===== src/rtl/cap_learn_pkg.sv =====
package cap_learn_pkg;
  localparam int FRAC_SH = 8;
  localparam int N_THR   = 3;
  localparam int THR_P75 = 0;
  localparam int THR_P80 = 1;
  localparam int THR_P85 = 2;
  localparam int THR_NUM [N_THR] = '{192, 205, 218};
  localparam int SD_NUM  = 26;

  // floor(v * num / 2^FRAC_SH)
  function automatic logic [31:0] frac_of(input logic [31:0] v, input int num);
    logic [47:0] p;
    p = 48'(v) * 48'(num);
    return p[FRAC_SH +: 32];
  endfunction
endpackage


===== src/rtl/cap_thresh.sv =====
module cap_thresh import cap_learn_pkg::*; #(
  parameter int CW = 16
) (
  input  logic [CW-1:0]              full_i,
  input  logic [CW-1:0]              prog_i,
  output logic [N_THR-1:0][CW-1:0]   thr_o,
  output logic [CW-1:0]              sd_lim_o
);
  for (genvar g = 0; g < N_THR; g++) begin : g_thr
    assign thr_o[g] = CW'(frac_of(32'(full_i), THR_NUM[g]));
  end
  assign sd_lim_o = CW'(frac_of(32'(prog_i), SD_NUM));
endmodule


===== src/rtl/cap_remain.sv =====
module cap_remain #(
  parameter int CW = 16
) (
  input  logic          clk_i,
  input  logic          rst_ni,
  input  logic          clr_i,
  input  logic          hold_i,
  input  logic          zero_i,
  input  logic          load_i,
  input  logic [CW-1:0] load_val_i,
  input  logic          up_i,
  input  logic [1:0]    dn_i,
  input  logic [CW-1:0] full_i,
  output logic [CW-1:0] remain_o
);
  logic [CW-1:0] remain_q;
  logic [CW+1:0] sum, nxt;

  always_comb begin
    sum = {2'b00, remain_q} + {{(CW+1){1'b0}}, up_i};
    if (sum < {{CW{1'b0}}, dn_i}) nxt = '0;
    else                          nxt = sum - {{CW{1'b0}}, dn_i};
    if (nxt > {2'b00, full_i})    nxt = {2'b00, full_i};
  end

  always_ff @(posedge clk_i or negedge rst_ni) begin
    if (!rst_ni)      remain_q <= '0;
    else if (clr_i)   remain_q <= '0;
    else if (hold_i)  remain_q <= remain_q;
    else if (zero_i)  remain_q <= '0;
    else if (load_i)  remain_q <= load_val_i;
    else              remain_q <= nxt[CW-1:0];
  end

  assign remain_o = remain_q;

  a_r2_floor_holds: assert property (@(posedge clk_i) disable iff (!rst_ni)
    (remain_q == '0 && !up_i && !load_i) |=> remain_q == '0);
  a_r2_no_rise_without_up: assert property (@(posedge clk_i) disable iff (!rst_ni)
    (!up_i && !load_i && !clr_i) |=> remain_q <= $past(remain_q));
endmodule


===== src/rtl/cap_dcount.sv =====
module cap_dcount #(
  parameter int CW = 16
) (
  input  logic          clk_i,
  input  logic          rst_ni,
  input  logic          clr_i,
  input  logic          hold_i,
  input  logic          restart_i,
  input  logic          dsg_i,
  input  logic          sdsg_i,
  input  logic          remain_nz_i,
  input  logic          track_i,
  output logic [CW-1:0] dcount_o,
  output logic [CW-1:0] sd_o
);
  localparam logic [CW-1:0] CMAX = '1;

  logic [CW-1:0] dcount_q, sd_q;
  logic [1:0]    inc;
  logic [CW+1:0] dsum;

  assign inc  = {1'b0, dsg_i} + {1'b0, sdsg_i & remain_nz_i};
  assign dsum = {2'b00, dcount_q} + {{CW{1'b0}}, inc};

  always_ff @(posedge clk_i or negedge rst_ni) begin
    if (!rst_ni) begin
      dcount_q <= '0;
      sd_q     <= '0;
    end else if (clr_i || restart_i) begin
      dcount_q <= '0;
      sd_q     <= '0;
    end else if (!hold_i) begin
      dcount_q <= (dsum > {2'b00, CMAX}) ? CMAX : dsum[CW-1:0];
      if (track_i && sdsg_i && sd_q != CMAX) sd_q <= sd_q + 1'b1;
    end
  end

  assign dcount_o = dcount_q;
  assign sd_o     = sd_q;

  a_r4_no_wrap: assert property (@(posedge clk_i) disable iff (!rst_ni)
    (dcount_q == CMAX && !clr_i && !restart_i) |=> dcount_q == CMAX);
  a_r4_empty_ignores_sd: assert property (@(posedge clk_i) disable iff (!rst_ni)
    (!remain_nz_i && !dsg_i && !clr_i && !restart_i) |=> $stable(dcount_q));
endmodule


===== src/rtl/cap_learn.sv =====
module cap_learn import cap_learn_pkg::*; #(
  parameter int CW       = 16,
  parameter int EW       = 8,
  parameter int INACC_AT = 64
) (
  input  logic          clk_i,
  input  logic          rst_ni,
  input  logic          clr_i,
  input  logic [CW-1:0] prog_full_i,
  input  logic          chg_i,
  input  logic          dsg_i,
  input  logic          sdsg_i,
  input  logic          vlow_i,
  input  logic          ovld_i,
  input  logic          cold_i,
  input  logic          vchg_i,
  input  logic          trickle_i,
  output logic [CW-1:0] remain_o,
  output logic [CW-1:0] full_o,
  output logic [CW-1:0] dcount_o,
  output logic          qual_o,
  output logic          empty_o,
  output logic [EW-1:0] events_o,
  output logic          inacc_o
);
  localparam logic [EW-1:0] EV_MAX = '1;

  logic                    loaded_q, qual_q, disq_q, pend_q, empty_q, inacc_q;
  logic [CW-1:0]           full_q, full_eff, remain, dcount, sd_acc, sd_lim;
  logic [EW-1:0]           ev_q;
  logic [N_THR-1:0][CW-1:0] thr;
  logic                    chg_eff, dsg_eff, learn, empty_set, qual_set, trk_load;
  logic [1:0]              dn;

  assign full_eff  = loaded_q ? full_q : prog_full_i;
  assign chg_eff   = chg_i & ~dsg_i;
  assign dsg_eff   = dsg_i & ~chg_i;
  assign dn        = {1'b0, dsg_eff} + {1'b0, sdsg_i};
  assign learn     = vchg_i & pend_q;
  assign empty_set = vlow_i & ~ovld_i & ~vchg_i & ~empty_q;
  assign trk_load  = trickle_i & (remain > thr[THR_P80]) & (remain <= thr[THR_P85]);
  assign qual_set  = ~qual_q & ~empty_q &
                     ((chg_eff & (remain == full_eff)) | (trickle_i & (remain > thr[THR_P80])));

  cap_thresh #(.CW(CW)) u_thr (
    .full_i(full_eff), .prog_i(prog_full_i), .thr_o(thr), .sd_lim_o(sd_lim)
  );

  cap_remain #(.CW(CW)) u_rem (
    .clk_i, .rst_ni, .clr_i,
    .hold_i(learn), .zero_i(empty_set), .load_i(trk_load),
    .load_val_i(thr[THR_P85]), .up_i(chg_eff), .dn_i(dn),
    .full_i(full_eff), .remain_o(remain)
  );

  cap_dcount #(.CW(CW)) u_dc (
    .clk_i, .rst_ni, .clr_i,
    .hold_i(learn), .restart_i(qual_set), .dsg_i(dsg_eff), .sdsg_i(sdsg_i),
    .remain_nz_i(remain != '0), .track_i(qual_q),
    .dcount_o(dcount), .sd_o(sd_acc)
  );

  always_ff @(posedge clk_i or negedge rst_ni) begin
    if (!rst_ni) begin
      loaded_q <= 1'b0;
      full_q   <= '0;
      qual_q   <= 1'b0;
      disq_q   <= 1'b0;
      pend_q   <= 1'b0;
      empty_q  <= 1'b0;
      ev_q     <= '0;
      inacc_q  <= 1'b1;
    end else if (clr_i) begin
      loaded_q <= 1'b0;
      full_q   <= '0;
      qual_q   <= 1'b0;
      disq_q   <= 1'b0;
      pend_q   <= 1'b0;
      empty_q  <= 1'b0;
      ev_q     <= '0;
      inacc_q  <= 1'b1;
    end else begin
      if (learn) begin
        loaded_q <= 1'b1;
        full_q   <= (dcount > thr[THR_P75]) ? dcount : thr[THR_P75];
      end
      if (empty_set)     qual_q <= 1'b0;
      else if (qual_set) qual_q <= 1'b1;
      if (qual_set)                disq_q <= 1'b0;
      else if (qual_q && vchg_i)   disq_q <= 1'b1;
      if (empty_set)   pend_q <= qual_q & ~disq_q & (sd_acc <= sd_lim) & ~cold_i;
      else if (vchg_i) pend_q <= 1'b0;
      if (vchg_i)         empty_q <= 1'b0;
      else if (empty_set) empty_q <= 1'b1;
      if (learn) begin
        ev_q    <= '0;
        inacc_q <= 1'b0;
      end else if (vchg_i) begin
        if (ev_q != EV_MAX) ev_q <= ev_q + 1'b1;
        if (32'(ev_q) >= INACC_AT - 1) inacc_q <= 1'b1;
      end
    end
  end

  assign remain_o = remain;
  assign full_o   = full_eff;
  assign dcount_o = dcount;
  assign qual_o   = qual_q;
  assign empty_o  = empty_q;
  assign events_o = ev_q;
  assign inacc_o  = inacc_q;

  a_r3_zero_on_empty: assert property (@(posedge clk_i) disable iff (!rst_ni)
    (empty_set && !clr_i) |=> (remain == '0 && empty_q));
  a_r5_restart_clears: assert property (@(posedge clk_i) disable iff (!rst_ni)
    (qual_set && !clr_i) |=> (dcount == '0 && qual_q));
  a_r7_learn_floor: assert property (@(posedge clk_i) disable iff (!rst_ni)
    (learn && !clr_i) |=> full_eff >= $past(thr[THR_P75]));
  a_r9_event_sat: assert property (@(posedge clk_i) disable iff (!rst_ni)
    (ev_q == EV_MAX && !learn && !clr_i) |=> ev_q == EV_MAX);
  a_r10_flag_follows_count: assert property (@(posedge clk_i) disable iff (!rst_ni)
    (32'(ev_q) >= INACC_AT) |-> inacc_q);
endmodule


===== config.mk =====
export PLATFORM = sky130hd
export DESIGN_NAME = cap_learn
export DESIGN_NICKNAME = d
export VERILOG_FILES = /design/src/rtl/cap_learn_pkg.sv /design/src/rtl/cap_thresh.sv /design/src/rtl/cap_remain.sv /design/src/rtl/cap_dcount.sv /design/src/rtl/cap_learn.sv
export SDC_FILE = /design/constraint.sdc
export NUM_CORES = 1
export LEC_CHECK = 0
export BUFFER_PORTS_ARGS = -buffer_cell sky130_fd_sc_hd__buf_2
export CORE_AREA = 5 5 132 228
export DETAILED_ROUTE_END_ITERATION = 8
export DIE_AREA = 0 0 137 233
export MAX_ROUTING_LAYER = met4
export PLACE_DENSITY = 0.65
export SLEW_MARGIN = 20
export SYNTH_ARGS = -nofsm -noshare
export SYNTH_HDL_FRONTEND = slang
export SYNTH_HIERARCHICAL = 1
export SYNTH_SLANG_ARGS = --single-unit

===== constraint.sdc =====
create_clock -name clk_i -period 10.2 [get_ports clk_i]
set_input_delay 2.55 -clock clk_i [delete_from_list [all_inputs] [get_ports clk_i]]
set_output_delay 2.55 -clock clk_i [all_outputs]
set_load 0.03 [all_outputs]

==> impl_table.tex <==
\begin{tabular}{lr}
\hline
Metric & Value \\
\hline
\multicolumn{2}{l}{\textbf{Clock tree}} \\
Clock latency on the worst-skew pair & 360 ps \\
Number of buffers created by CTS & 9 \\
Number of buffers on the longest clock path & 2 \\
Number of H-tree levels & 3 \\
CTS sink count & between 70 and 80 \\
Clock slew at the register clock pins of the worst setup and hold paths & around 60 ps \\
Hold bufs inserted after CTS & 0 \\
CTS-repair resized insts & 0 \\
Clock tree from TritonCTS & built \\
Post-CTS Setup Repair Bufs & 0 \\
Buffer cell driving the clock tree root & clkbuf\_16 \\
\multicolumn{2}{l}{\textbf{Pwr}} \\
Pwr/cell area & approximately 220 nW/µm² \\
IR Drop Worst-Case VDD & between 100 and 150 µV \\
P\_leak & approximately 7.6 nW \\
\multicolumn{2}{l}{\textbf{Place}} \\
Half-perimeter wire length after placement & roughly 33,000 µm \\
Port-buffer cells & 85 \\
Placement Setup Slack & approximately 460 ps \\
Global placer's final weighted congestion & approximately 0.92 \\
Cell area after placement & about 14,000 µm² \\
\multicolumn{2}{l}{\textbf{Setup path}} \\
Highest cell delay on the worst timing path & between 500 and 600 ps \\
Slowest CP cell & fa\_1 \\
Crit path capture type & register \\
Endpoint arrival time on the critical path & 9720 ps \\
Startpoint Class & input pin \\
Type of the worst setup path & in2reg \\
Worst path required time & approximately 10,000 ps \\
Highest fanout seen on the critical path & 11 \\
\multicolumn{2}{l}{\textbf{STA}} \\
Hold\_ws & around 550 ps \\
Final worst slack & around 760 ps \\
Ratio of final minimum period to clock period & 0.926 \\
Max Fclk & 0.106 GHz \\
Rel. slew slack & 0.374 \\
RSZ-0062 raised after global routing & no \\
Slew at the pin closest to its max-slew limit & 931 ps \\
Number of endpoints failing setup at the final stage & 0 \\
Final count of hold timing violations & 0 \\
Fin crit period & between 9000 and 10,000 ps \\
Setup tns final & 0 ps \\
Clk\_skew & about 9.7 ps \\
Number of slew-limit violations in the final report & 0 \\
\multicolumn{2}{l}{\textbf{Global routing}} \\
Number of global-route vias before repair & between 10,000 and 15,000 \\
Number of antenna violations at the first check in global routing & 0 \\
Wire length of the first global-routing pass & $\sim$64,000 µm \\
Largest net degree at the start of global routing & around 80 \\
Total congestion overflow after global routing & 0 \\
GR met1 Demand/Resource & 0.277 \\
Met3 Track Usage GR & 0.0240 \\
Global routing usage on met2 & 0.467 \\
GRT Total Usage & 0.264 \\
Most utilized layer in the global route result & met2 \\
\multicolumn{2}{l}{\textbf{Floorplan}} \\
Effective utilization at floorplan & 0.492 \\
Core Region & roughly 28,000 µm² \\
Total I/O pin count & 86 \\
Die X & $\sim$140 µm \\
DIE AREA & 31,900 µm² \\
Row count & 81 \\
Chip height & between 200 and 250 µm \\
\multicolumn{2}{l}{\textbf{Logic synthesis}} \\
Portion of the post-synthesis area used by sequential elements & 0.142 \\
Count of different cell masters after synthesis & 93 \\
Average size of a mapped cell & 8.50 µm² \\
Most common flop cell mapped by yosys & dfrtp\_1 \\
Total of warnings raised by yosys & 6 \\
Number of enable-type register cells in the synthesized netlist & 0 \\
Async set-or-reset flop fraction in the synthesized netlist & 1.00 \\
Mapped cell area & roughly 14,000 µm² \\
Flip-flop and latch count after synthesis & 78 \\
Gate Count Post-Synth & around 1,600 \\
\multicolumn{2}{l}{\textbf{Layout}} \\
Signed area change from the synthesized netlist to the final layout & 7.63\% \\
Commonest non-fill, non-tap cells in the layout & inv\_1, ha\_1, nor2\_1 \\
Share of final-layout standard cells stronger than drive strength 1 & 0.103 \\
Number of inserted diodes & 0 \\
Fraction of the core area covered by cells at the end of the flow & 0.530 \\
Area of combinational cells with multiple inputs & 10,500 µm² \\
Number of filler cells placed in the layout & roughly 2,700 \\
Number of nets in the layout & slightly above 2,000 \\
Sequential standard cell area & $\sim$2000 µm² \\
Most common library cell in the layout ignoring fill and taps & inv\_1 \\
Post-route standard cell area excluding fillers & between 10,000 and 15,000 µm² \\
\multicolumn{2}{l}{\textbf{Worst hold path}} \\
Hold WC Path Type & reg2reg \\
\multicolumn{2}{l}{\textbf{Drt}} \\
Residual antenna-violating net count after detailed routing & 0 \\
Iteration-0 DRC count of the detailed router & approximately 760 \\
Final routed wirelength across all metal layers & 40,800 µm \\
Routed len/inst & 19.8 µm \\
Via total after detailed routing & 12,200 \\
DRC errors left & 0 \\
Vias/cell & a little under 6 \\
Number of optimization iterations in the first detailed-route pass & 6 \\
\multicolumn{2}{l}{\textbf{Job}} \\
Number of violations of the max-capacitance limit & 0 \\
\multicolumn{2}{l}{\textbf{Status}} \\
Run status & finished clean \\
\hline
\end{tabular}
metrics by stage:
stage / total power (W) / cells
after floorplan: 0.00228 / 1616
after global routing: 0.00360 / 2057
after global placement: 0.00290 / 2041
after detailed placement: 0.00295 / 2041
after CTS: 0.00329 / 2057
final: 0.00329 / 2057
routing by layer:
layer / part of all wire / up-vias / wire length, µm
li1: - / 5787 / -
met5: 0 / - / 0
met1: 0.36 / 5834 / 14800
met2: 0.52 / 427 / 21300
met4: 0.075 / 0 / 3070
met3: 0.039 / 145 / 1580
sequential cells by signal, summed over array words and instances, names as in the netlist, 8 cells and up:
name / count
u_dc/dcount_o: 16
events_o: 8
full_q: 16
u_rem/remain_o: 16
u_dc/sd_o: 16
layout make-up:
type                       count  share of cell area
tap                          373              0.0316
multi-input combinational   1224               0.712
sequential                    78               0.132
timing repair buffer         100              0.0369
clock buffer                  10              0.0155
inverter                     266              0.0676
clock inverter                 6             0.00424
final timing paths:
path / from / to / slack [ps] / cells after the start
worst max-delay path: prog_full_i[4] / u_dc/sd_o[14] / 760 / 30
worst min-delay path: events_o[6] / events_o[6] / 550 / 1
worst max register to register: loaded_q / u_dc/sd_o[14] / 2010 / 29
worst min register to register: events_o[6] / events_o[6] / 550 / 1
max in group asynchronous: rst_ni / u_dc/dcount_o[5] / 7440 / 1
min in group asynchronous: rst_ni / u_dc/sd_o[14] / 2230 / 1
critical path, delay by kind of cell:
family / cells / cell delay (ps)
AND/OR/NAND/NOR: 6 / 1450
buffers and inverters: 6 / 620
adder cells (fa/ha/maj): 5 / 2190
AO/OA/AOI/OAI: 9 / 1800
multiplexers: 1 / 400
XOR/XNOR: 3 / 690
report_power, final:
part           switching (W)  leakage, nW  total, W  internal (W)
clock               0.000144        0.134  0.000332      0.000189
sequential         0.0000884         1.07  0.000421      0.000333
combinational        0.00153         6.35   0.00253       0.00100
cell usage after synthesis, drive strengths merged (4+ instances only):
master	number	area, µm²
nor4	21	159
nand2	73	277
a211o	4	35.0
a211oi	13	108
clkbuf	23	86.3
a21oi	94	482
o221a	16	180
xor2	47	412
mux2	16	210
a221oi	7	61.3
a31oi	20	125
o31ai	12	90.1
nor2b	24	150
and2	10	62.6
or2	4	25.0
o211ai	15	118
a41oi	6	52.6
fa	76	1520
xnor2	72	631
o21bai	7	52.6
buf	25	183
o41ai	6	67.6
nand3	30	173
a311oi	4	35.0
a21o	42	315
and3	10	62.6
nand3b	5	62.6
dfrtp	77	1930
or3	12	80.1
or4	10	83.8
mux2i	11	110
nand2b	12	75.1
and4	5	45.0
o21a	14	105
nor2	101	379
a22oi	17	128
nand4	40	250
ha	230	2880
o21ai	67	339
inv	266	998
nor3	24	120
logic make-up (layout without fill, tap and decap cells):
logic type / after synthesis / after routing / synth area share
other cells: 1 / 3 / 0.000273
mux: 27 / 27 / 0.0233
buf+inv: 314 / 382 / 0.0924
fa+ha+maj: 306 / 306 / 0.321
xor+xnor: 119 / 119 / 0.0760
simple gates: 393 / 393 / 0.154
compound gates: 376 / 376 / 0.191
flops: 78 / 78 / 0.142
Note: power is estimated with default switching activity, not from simulation.
